File: src/rtl/uart_pkg.sv
package uart_pkg;
  typedef enum logic [1:0] {
    PAR_NONE = 2'b00,
    PAR_EVEN = 2'b01,
    PAR_ODD  = 2'b10,
    PAR_RSV  = 2'b11
  } parity_e;

  typedef enum logic [2:0] {
    F_IDLE, F_START, F_DATA, F_PAR, F_STOP
  } frame_e;

  localparam logic [3:0] REG_MODE = 4'h0;
  localparam logic [3:0] REG_STAT = 4'h1;
  localparam logic [3:0] REG_TXD  = 4'h2;
  localparam logic [3:0] REG_RXD  = 4'h3;
  localparam logic [3:0] REG_BRG  = 4'h4;

  localparam logic [1:0] OP_WR  = 2'd0;
  localparam logic [1:0] OP_CLR = 2'd1;
  localparam logic [1:0] OP_SET = 2'd2;

  function automatic logic par_on(parity_e p);
    return (p == PAR_EVEN) || (p == PAR_ODD);
  endfunction

  function automatic logic par_bit(logic [7:0] d, parity_e p);
    return (p == PAR_ODD) ? ~^d : ^d;
  endfunction
endpackage

File: src/rtl/uart_fifo.sv
module uart_fifo #(
  parameter int WIDTH = 8,
  parameter int DEPTH = 8,
  localparam int AW = $clog2(DEPTH),
  localparam int CW = $clog2(DEPTH + 1)
) (
  input  logic             clk_i,
  input  logic             rst_ni,
  input  logic             flush_i,
  input  logic             push_i,
  input  logic [WIDTH-1:0] din_i,
  input  logic             pop_i,
  output logic [WIDTH-1:0] dout_o,
  output logic [CW-1:0]    count_o,
  output logic             empty_o,
  output logic             full_o
);
  logic [WIDTH-1:0] mem_q [DEPTH];
  logic [AW-1:0] wr_q, rd_q;
  logic [CW-1:0] cnt_q;
  logic do_push, do_pop;

  assign empty_o = (cnt_q == '0);
  assign full_o  = (cnt_q == CW'(DEPTH));
  assign do_push = push_i && !full_o && !flush_i;
  assign do_pop  = pop_i && !empty_o && !flush_i;
  assign dout_o  = mem_q[rd_q];
  assign count_o = cnt_q;

  always_ff @(posedge clk_i or negedge rst_ni) begin
    if (!rst_ni) begin
      wr_q <= '0; rd_q <= '0; cnt_q <= '0;
    end else if (flush_i) begin
      wr_q <= '0; rd_q <= '0; cnt_q <= '0;
    end else begin
      if (do_push) wr_q <= wr_q + 1'b1;
      if (do_pop)  rd_q <= rd_q + 1'b1;
      cnt_q <= cnt_q + CW'(do_push) - CW'(do_pop);
    end
  end

  always_ff @(posedge clk_i) begin
    if (do_push) mem_q[wr_q] <= din_i;
  end
endmodule

File: src/rtl/uart_tx.sv
module uart_tx import uart_pkg::*; (
  input  logic       clk_i,
  input  logic       rst_ni,
  input  logic       on_i,
  input  logic       en_i,
  input  logic       tick_i,
  input  parity_e    par_i,
  input  logic       stop2_i,
  input  logic       fifo_empty_i,
  input  logic [7:0] fifo_data_i,
  output logic       fifo_pop_o,
  output logic       ser_o,
  output logic       busy_o
);
  frame_e st_q;
  logic [3:0] sub_q;
  logic [2:0] idx_q;
  logic [7:0] sh_q;
  logic pbit_q, second_q;

  assign fifo_pop_o = on_i && en_i && (st_q == F_IDLE) && !fifo_empty_i;
  assign busy_o = (st_q != F_IDLE);

  always_ff @(posedge clk_i or negedge rst_ni) begin
    if (!rst_ni) begin
      st_q <= F_IDLE; sub_q <= '0; idx_q <= '0; sh_q <= '0;
      pbit_q <= 1'b0; second_q <= 1'b0;
    end else if (!on_i) begin
      st_q <= F_IDLE; sub_q <= '0;
    end else if (fifo_pop_o) begin
      st_q <= F_START; sub_q <= '0; idx_q <= '0; second_q <= 1'b0;
      sh_q <= fifo_data_i;
      pbit_q <= par_bit(fifo_data_i, par_i);
    end else if (tick_i && st_q != F_IDLE) begin
      sub_q <= sub_q + 1'b1;
      if (sub_q == 4'hF) begin
        unique case (st_q)
          F_START: st_q <= F_DATA;
          F_DATA: begin
            sh_q  <= {1'b0, sh_q[7:1]};
            idx_q <= idx_q + 1'b1;
            if (idx_q == 3'd7) st_q <= par_on(par_i) ? F_PAR : F_STOP;
          end
          F_PAR: st_q <= F_STOP;
          F_STOP: begin
            if (stop2_i && !second_q) second_q <= 1'b1;
            else st_q <= F_IDLE;
          end
          default: st_q <= F_IDLE;
        endcase
      end
    end
  end

  always_comb begin
    unique case (st_q)
      F_START: ser_o = 1'b0;
      F_DATA:  ser_o = sh_q[0];
      F_PAR:   ser_o = pbit_q;
      default: ser_o = 1'b1;
    endcase
  end
endmodule

File: src/rtl/uart_rx.sv
module uart_rx import uart_pkg::*; (
  input  logic       clk_i,
  input  logic       rst_ni,
  input  logic       on_i,
  input  logic       en_i,
  input  logic       tick_i,
  input  parity_e    par_i,
  input  logic       ser_i,
  output logic       done_o,
  output logic [7:0] data_o,
  output logic       perr_o,
  output logic       ferr_o
);
  frame_e st_q;
  logic [3:0] sub_q;
  logic [2:0] idx_q;
  logic [7:0] sh_q;
  logic perr_q, done_q, ferr_q;

  assign done_o = done_q;
  assign data_o = sh_q;
  assign perr_o = perr_q;
  assign ferr_o = ferr_q;

  always_ff @(posedge clk_i or negedge rst_ni) begin
    if (!rst_ni) begin
      st_q <= F_IDLE; sub_q <= '0; idx_q <= '0; sh_q <= '0;
      perr_q <= 1'b0; ferr_q <= 1'b0; done_q <= 1'b0;
    end else if (!on_i || !en_i) begin
      st_q <= F_IDLE; done_q <= 1'b0;
    end else begin
      done_q <= 1'b0;
      if (tick_i) begin
        sub_q <= sub_q + 1'b1;
        unique case (st_q)
          F_IDLE: begin
            sub_q <= '0;
            if (!ser_i) st_q <= F_START;
          end
          F_START: if (sub_q == 4'd7) begin
            sub_q <= '0; idx_q <= '0; perr_q <= 1'b0;
            st_q  <= ser_i ? F_IDLE : F_DATA;
          end
          F_DATA: if (sub_q == 4'hF) begin
            sh_q  <= {ser_i, sh_q[7:1]};
            idx_q <= idx_q + 1'b1;
            if (idx_q == 3'd7) st_q <= par_on(par_i) ? F_PAR : F_STOP;
          end
          F_PAR: if (sub_q == 4'hF) begin
            perr_q <= ser_i ^ par_bit(sh_q, par_i);
            st_q   <= F_STOP;
          end
          F_STOP: if (sub_q == 4'hF) begin
            ferr_q <= !ser_i;
            done_q <= 1'b1;
            st_q   <= F_IDLE;
          end
          default: st_q <= F_IDLE;
        endcase
      end
    end
  end
endmodule

File: src/rtl/uart_mmio.sv
module uart_mmio import uart_pkg::*; #(
  parameter int DEPTH = 8,
  parameter int BRG_W = 16,
  localparam int CW = $clog2(DEPTH + 1)
) (
  input  logic        clk_i,
  input  logic        rst_ni,
  input  logic        bus_valid_i,
  input  logic        bus_write_i,
  input  logic [7:0]  bus_addr_i,
  input  logic [31:0] bus_wdata_i,
  output logic [31:0] bus_rdata_o,
  input  logic        rxd_i,
  output logic        txd_o,
  output logic        irq_rx_o,
  output logic        irq_tx_o,
  output logic        irq_fault_o
);
  localparam logic [15:0] MODE_MASK = 16'h8047;
  localparam logic [15:0] STAT_MASK = 16'h9CC0;

  logic [15:0] mode_q, stat_q;
  logic [BRG_W-1:0] brg_q, brg_cnt_q;
  logic oerr_q;

  logic [3:0] reg_idx;
  logic [1:0] reg_op;
  logic wr_en;
  assign reg_idx = bus_addr_i[7:4];
  assign reg_op  = bus_addr_i[3:2];
  assign wr_en   = bus_valid_i && bus_write_i;

  function automatic logic [31:0] apply_op(logic [31:0] cur, logic [31:0] wd, logic [1:0] op);
    unique case (op)
      OP_WR:   return wd;
      OP_CLR:  return cur & ~wd;
      OP_SET:  return cur | wd;
      default: return cur;
    endcase
  endfunction

  logic on_en, loop_en, brk_en, stop2, tx_en, rx_en, tx_isel;
  logic [1:0] rx_isel;
  parity_e par_mode;
  assign on_en    = mode_q[15];
  assign loop_en  = mode_q[6];
  assign stop2    = mode_q[0];
  assign par_mode = parity_e'(mode_q[2:1]);
  assign tx_isel  = stat_q[15];
  assign rx_en    = stat_q[12];
  assign brk_en   = stat_q[11];
  assign tx_en    = stat_q[10];
  assign rx_isel  = stat_q[7:6];

  logic [31:0] stat_cur, stat_new;
  logic oerr_clr, rx_flush;
  assign stat_cur = {16'h0, stat_q | {14'h0, oerr_q, 1'b0}};
  assign stat_new = apply_op(stat_cur, bus_wdata_i, reg_op);
  assign oerr_clr = wr_en && reg_idx == REG_STAT && !stat_new[1];
  assign rx_flush = oerr_clr && oerr_q;

  // baud generator: one tick per 1/16 bit
  logic tick;
  assign tick = on_en && (brg_cnt_q == '0);
  always_ff @(posedge clk_i or negedge rst_ni) begin
    if (!rst_ni) brg_cnt_q <= '0;
    else if (!on_en) brg_cnt_q <= '0;
    else if (brg_cnt_q == '0) brg_cnt_q <= brg_q;
    else brg_cnt_q <= brg_cnt_q - 1'b1;
  end

  // transmit path
  logic tx_push, tx_pop, tx_empty, tx_full, tx_ser, tx_busy, trmt;
  logic [7:0] tx_head;
  logic [CW-1:0] tx_count;
  assign tx_push = wr_en && reg_idx == REG_TXD && reg_op == OP_WR;

  uart_fifo #(.WIDTH(8), .DEPTH(DEPTH)) i_tx_fifo (
    .clk_i, .rst_ni, .flush_i(1'b0), .push_i(tx_push), .din_i(bus_wdata_i[7:0]),
    .pop_i(tx_pop), .dout_o(tx_head), .count_o(tx_count),
    .empty_o(tx_empty), .full_o(tx_full));

  uart_tx i_tx (
    .clk_i, .rst_ni, .on_i(on_en), .en_i(tx_en), .tick_i(tick), .par_i(par_mode),
    .stop2_i(stop2), .fifo_empty_i(tx_empty), .fifo_data_i(tx_head),
    .fifo_pop_o(tx_pop), .ser_o(tx_ser), .busy_o(tx_busy));

  logic line_out;
  assign trmt     = tx_empty && !tx_busy;
  assign line_out = brk_en ? 1'b0 : tx_ser;
  assign txd_o    = loop_en ? 1'b1 : line_out;

  // receive path
  logic [1:0] rxd_sync_q;
  always_ff @(posedge clk_i or negedge rst_ni) begin
    if (!rst_ni) rxd_sync_q <= 2'b11;
    else rxd_sync_q <= {rxd_sync_q[0], rxd_i};
  end

  logic rx_done, rx_perr, rx_ferr, rx_pop, rx_empty, rx_full;
  logic [7:0] rx_data;
  logic [9:0] rx_head;
  logic [CW-1:0] rx_count;
  assign rx_pop = bus_valid_i && !bus_write_i && reg_idx == REG_RXD && reg_op == OP_WR;

  uart_rx i_rx (
    .clk_i, .rst_ni, .on_i(on_en), .en_i(rx_en), .tick_i(tick), .par_i(par_mode),
    .ser_i(loop_en ? line_out : rxd_sync_q[1]), .done_o(rx_done), .data_o(rx_data),
    .perr_o(rx_perr), .ferr_o(rx_ferr));

  uart_fifo #(.WIDTH(10), .DEPTH(DEPTH)) i_rx_fifo (
    .clk_i, .rst_ni, .flush_i(rx_flush), .push_i(rx_done), .din_i({rx_perr, rx_ferr, rx_data}),
    .pop_i(rx_pop), .dout_o(rx_head), .count_o(rx_count),
    .empty_o(rx_empty), .full_o(rx_full));

  // register file
  always_ff @(posedge clk_i or negedge rst_ni) begin
    if (!rst_ni) begin
      mode_q <= '0; stat_q <= '0; brg_q <= '0; oerr_q <= 1'b0;
    end else begin
      if (wr_en && reg_idx == REG_MODE)
        mode_q <= apply_op({16'h0, mode_q}, bus_wdata_i, reg_op)[15:0] & MODE_MASK;
      if (wr_en && reg_idx == REG_STAT)
        stat_q <= stat_new[15:0] & STAT_MASK;
      if (wr_en && reg_idx == REG_BRG)
        brg_q <= apply_op(32'(brg_q), bus_wdata_i, reg_op)[BRG_W-1:0];
      if (oerr_clr) oerr_q <= 1'b0;
      else if (rx_done && rx_full) oerr_q <= 1'b1;
    end
  end

  logic [15:0] stat_rd;
  always_comb begin
    stat_rd    = stat_q & STAT_MASK;
    stat_rd[9] = tx_full;
    stat_rd[8] = trmt;
    stat_rd[3] = !rx_empty && rx_head[9];
    stat_rd[2] = !rx_empty && rx_head[8];
    stat_rd[1] = oerr_q;
    stat_rd[0] = !rx_empty;
  end

  always_comb begin
    unique case (reg_idx)
      REG_MODE: bus_rdata_o = {16'h0, mode_q};
      REG_STAT: bus_rdata_o = {16'h0, stat_rd};
      REG_RXD:  bus_rdata_o = {24'h0, rx_head[7:0]};
      REG_BRG:  bus_rdata_o = 32'(brg_q);
      default:  bus_rdata_o = '0;
    endcase
  end

  // interrupt pulses on rising edge of the selected condition
  logic rx_cond, rx_cond_q, tx_cond, tx_cond_q;
  always_comb begin
    unique case (rx_isel)
      2'b00:   rx_cond = !rx_empty;
      2'b01:   rx_cond = rx_count >= CW'(DEPTH / 2);
      default: rx_cond = rx_full;
    endcase
  end
  assign tx_cond = tx_isel ? !tx_full : trmt;

  always_ff @(posedge clk_i or negedge rst_ni) begin
    if (!rst_ni) begin
      rx_cond_q <= 1'b0; tx_cond_q <= 1'b1;
    end else begin
      rx_cond_q <= rx_cond; tx_cond_q <= tx_cond;
    end
  end

  assign irq_rx_o    = rx_cond && !rx_cond_q;
  assign irq_tx_o    = tx_cond && !tx_cond_q;
  assign irq_fault_o = rx_done && (rx_perr || rx_ferr || rx_full);

  logic unused_bits;
  assign unused_bits = ^{bus_addr_i[1:0], bus_wdata_i[31:16]};
endmodule

File: config.mk
export PLATFORM = sky130hd
export DESIGN_NAME = uart_mmio
export DESIGN_NICKNAME = d
export VERILOG_FILES = /design/src/rtl/uart_pkg.sv /design/src/rtl/uart_fifo.sv /design/src/rtl/uart_tx.sv /design/src/rtl/uart_rx.sv /design/src/rtl/uart_mmio.sv
export SDC_FILE = /design/constraint.sdc
export NUM_CORES = 1
export LEC_CHECK = 0
export ABC_AREA = 1
export CELL_PAD_IN_SITES_DETAIL_PLACEMENT = 1
export CELL_PAD_IN_SITES_GLOBAL_PLACEMENT = 2
export CORE_MARGIN = 2
export CORE_UTILIZATION = 44
export DETAILED_ROUTE_END_ITERATION = 6
export DONT_BUFFER_PORTS = 1
export PLACE_DENSITY_LB_ADDON = 0.1
export SYNTH_ARGS = -nofsm -noshare
export SYNTH_HDL_FRONTEND = slang
export SYNTH_SLANG_ARGS = --single-unit
File: constraint.sdc
create_clock -name clk_i -period 4.75 [get_ports clk_i]
set_clock_uncertainty 0.15 [all_clocks]
set_input_delay 0.95 -clock clk_i [delete_from_list [all_inputs] [get_ports clk_i]]
set_output_delay 0.95 -clock clk_i [all_outputs]
set_load 0.05 [all_outputs]
==> key figures <==
Worst setup path
  – Worst Setup Start Kind: flop
  – CP max stage delay: 660 ps
  – Most frequent CP cell: buf_4
  – WS Path Type: reg -> out
  – CP delay by family, top: buffers and inverters
  – WP data required: 3650 ps
  – Buf/Inv on CP: 3
  – CP max stage cell: inv_1
  – Arrival @ worst endpoint: 2750 ps
  – Worst Setup End Kind: primary output
  – Maximum fanout along the worst path: 30
  – Sequence of cells on the critical path: inv_1 -> buf_4 -> o21ai_0 -> o221ai_1 -> o211ai_1 -> o2111ai_1 -> buf_4

Clock network
  – # H-tree levels: 1
  – Clock insertion delay at the later pin of the skew report: 550 ps
  – CTS tree: done
  – Post-CTS sizing: 0
  – Clk sinks: 253
  – CTS Buf Count: 28
  – Root Buffer: clkbuf_16
  – Maximum root-to-sink buffer count: 3
  – Reg clk slew, reported paths: 60 ps
  – Post-CTS Hold Buffers: 1
  – Number of post-CTS setup repair buffers: 0

STA
  – Min cycle time layout: 3847 ps
  – Final worst path period share: 0.8100
  – Worst slew pin tran: 1099 ps
  – Fmax: 259.9 MHz
  – Hold Vio Cnt, Final: 0
  – Rel. slew slack: 0.2655
  – RSZ-0062 raised after global routing: false
  – Setup TNS: 0 ps
  – Slew Viols, Final: 0
  – # setup viols final: 0

Final layout
  – Fin area: 14,070 sq um
  – Fill count: 3,169
  – Syn-to-layout area delta: 12.83%
  – Final Core Density: 0.5052
  – Antenna diode count: 0
  – Layout cells sized above 1: 0.08727
  – NumNets Final: 1,453

Synth
  – Share of the synthesized area in the top cell type: 0.3466
  – Part of the Yosys area used for sequential elements: 0.5656
  – Synth warn: 0
  – Post-Syn Instances: 1,349
  – Syn_area_per_cell: 9.247 sq um
  – Biggest area consumer among synthesized cells: edfxtp_1
  – Synth cell types: 51
  – Yosys reg bits: 253
  – Synth top area cells: edfxtp_1 35%, dfrtp_1 21%, nand2_1 9.6%
  – Post-Syn Area: 12,470 sq um

Drt
  – Via count: 9,289
  – Routed length per instance: 19.02 um
  – Drt drc: 0
  – WL final: 33,770 um
  – Antenna viol nets, final: 0
  – DRT iter0 DRCs: 442
  – Drt pass-1 iters: 5
  – DR vias/cell: 5.230

Die
  – Io pins: 81
  – Core region area: 27,860 sq um
  – Starting Density: 0.4478
  – Die area: 29,710 sq um
  – FP Rows: 61
  – Die H: 172.4 um
  – Chip width: 172.4 um

Global route
  – GRT Residual Overflow: 0
  – Initial antenna violation count: 0
  – Number of global-route vias before repair: 9,597
  – Largest net degree at the start of global routing: 107
  – First-pass GRT wire length: 53,160 um
  – Overall routing resource usage: 0.2346

Power and ir drop
  – Cell Pwr Density: 500.9 nW/um^2
  – Worst vdd ir: 0.0003269 V
  – Lkg Pwr: 6.427 nW

Placed design
  – Detailed placement HPWL: 22,810 um
  – Port bufs: 0
  – GPL Wtd Cong: 0.7561
  – Placed cell area: 13,020 sq um

Worst hold path
  – Worst min-delay path class: in -> async

Status
  – Status: complete, no violations

Job
  – Max-cap viol count: 0
final timing paths:
check                                  to               from  cells after the start  slack, ps
min                             tx_cond_q             rst_ni                      0        100
min in group clk_i          rxd_sync_q[1]      rxd_sync_q[0]                      0        210
max                        bus_rdata_o[1]  i_rx_fifo.rd_q[0]                      7        900
max in group asynchronous       stat_q[7]             rst_ni                      1       3770
max reg2reg                   i_tx.pbit_q  i_tx_fifo.rd_q[1]                     13       1700
min reg2reg                 rxd_sync_q[1]      rxd_sync_q[0]                      0        210
routing by layer:
metal  track usage  up-vias  wire length [um]
li1              -     4514                 -
met1        0.2905     4589             14370
met2        0.4282      126             17330
met3       0.02838       60              1077
met4       0.07015        0              1001
met5             0        -                 0
worst reg2reg max path: cells and delay by family, from the launching register on:
family	cells	cell delay [ps]
flops	1	830
simple gates	11	990
compound gates	1	450
buf+inv	1	540
logic make-up (layout without fill, tap and decap cells):
logic type | after synthesis | in the layout | synth area share
AOI/OAI and AO/OA | 233 | 233 | 0.1129
xor gates and xnor gates | 27 | 27 | 0.01896
adders and majority gates | 32 | 32 | 0.03330
buffers and inverters | 232 | 266 | 0.07663
DFF | 253 | 253 | 0.5656
muxes | 2 | 2 | 0.001805
other | 1 | 16 | 0.0003006
and+or+nand+nor | 569 | 569 | 0.1905
power by group:
| group | internal, W | switching (W) | total [W] |
|---|---|---|---|
| logic | 0.000624 | 0.00135 | 0.00198 |
| registers | 0.00249 | 0.000166 | 0.00265 |
| clock network | 0.00151 | 0.000917 | 0.00242 |
registers in the layout (all words and copies together), names as in the netlist, 2 cells and up:
register / flops
i_rx.idx_q: 3
i_rx_fifo.mem_q: 80
i_rx.st_q: 3
i_rx_fifo.rd_q: 3
i_tx_fifo.count_o: 4
brg_q: 16
i_tx.sub_q: 4
i_tx_fifo.wr_q: 3
i_tx_fifo.mem_q: 64
i_tx_fifo.rd_q: 3
stat_q: 6
i_rx.sub_q: 4
i_tx.idx_q: 3
i_rx_fifo.wr_q: 3
i_tx.st_q: 3
i_rx.data_o: 8
brg_cnt_q: 16
i_rx_fifo.count_o: 4
i_tx.sh_q: 8
rxd_sync_q: 2
mode_q: 5
cell usage in the layout (no fill, tap or decap), types with 14 or more instances in the layout:
master / n
a21oi_1: 44
buf_4: 44
clkbuf_16: 29
conb_1: 16
dfrtp_1: 106
edfxtp_1: 144
ha_1: 30
inv_1: 163
nand2_1: 318
nand3_1: 64
nor2_1: 147
nor3_1: 14
o211ai_1: 14
o21ai_0: 94
o221ai_1: 14
o22ai_1: 17
xor2_1: 15
Yosys cell counts (all sizes together):
| master | n |
|---|---|
| a211oi | 2 |
| a21oi | 47 |
| a22o | 3 |
| a22oi | 2 |
| a31oi | 7 |
| a32o | 2 |
| a32oi | 4 |
| and3 | 3 |
| buf | 36 |
| clkbuf | 27 |
| clkinv | 2 |
| conb | 1 |
| dfrtp | 106 |
| dfstp | 3 |
| edfxtp | 144 |
| fa | 2 |
| ha | 30 |
| inv | 167 |
| mux2 | 2 |
| nand2 | 321 |
| nand3 | 64 |
| nand4 | 6 |
| nor2 | 150 |
| nor3 | 15 |
| nor3b | 2 |
| nor4 | 5 |
| o2111ai | 3 |
| o211ai | 14 |
| o21ai | 106 |
| o221ai | 14 |
| o22ai | 17 |
| o31ai | 12 |
| or2 | 3 |
| xnor2 | 12 |
| xor2 | 15 |
metrics by stage:
step	hold slack (ps)	worst slack (ps)	std cells	power [W]
5_1_grt	79.19	734.4	1776	0.007486
3_3_place_gp	202.1	966.1	1723	0.004608
3_5_place_dp	200.9	902.7	1723	0.004672
2_1_floorplan	195.2	937.5	1364	0.004159
6_report	99.46	902.5	1776	0.007050
4_1_cts	76.26	836.5	1776	0.007137
final cells by class:
class | instances | area [sq um] | area share
sequential | 253 | 7056 | 0.5013
multi-input combinational | 879 | 4528 | 0.3217
clock buffer | 33 | 750.7 | 0.05334
inverter | 169 | 634.4 | 0.04507
tap | 378 | 473.0 | 0.03360
timing repair buffer | 45 | 357.8 | 0.02542
clock inverter | 19 | 275.3 | 0.01956
No activity file was read; power rests on OpenSTA's default activity.
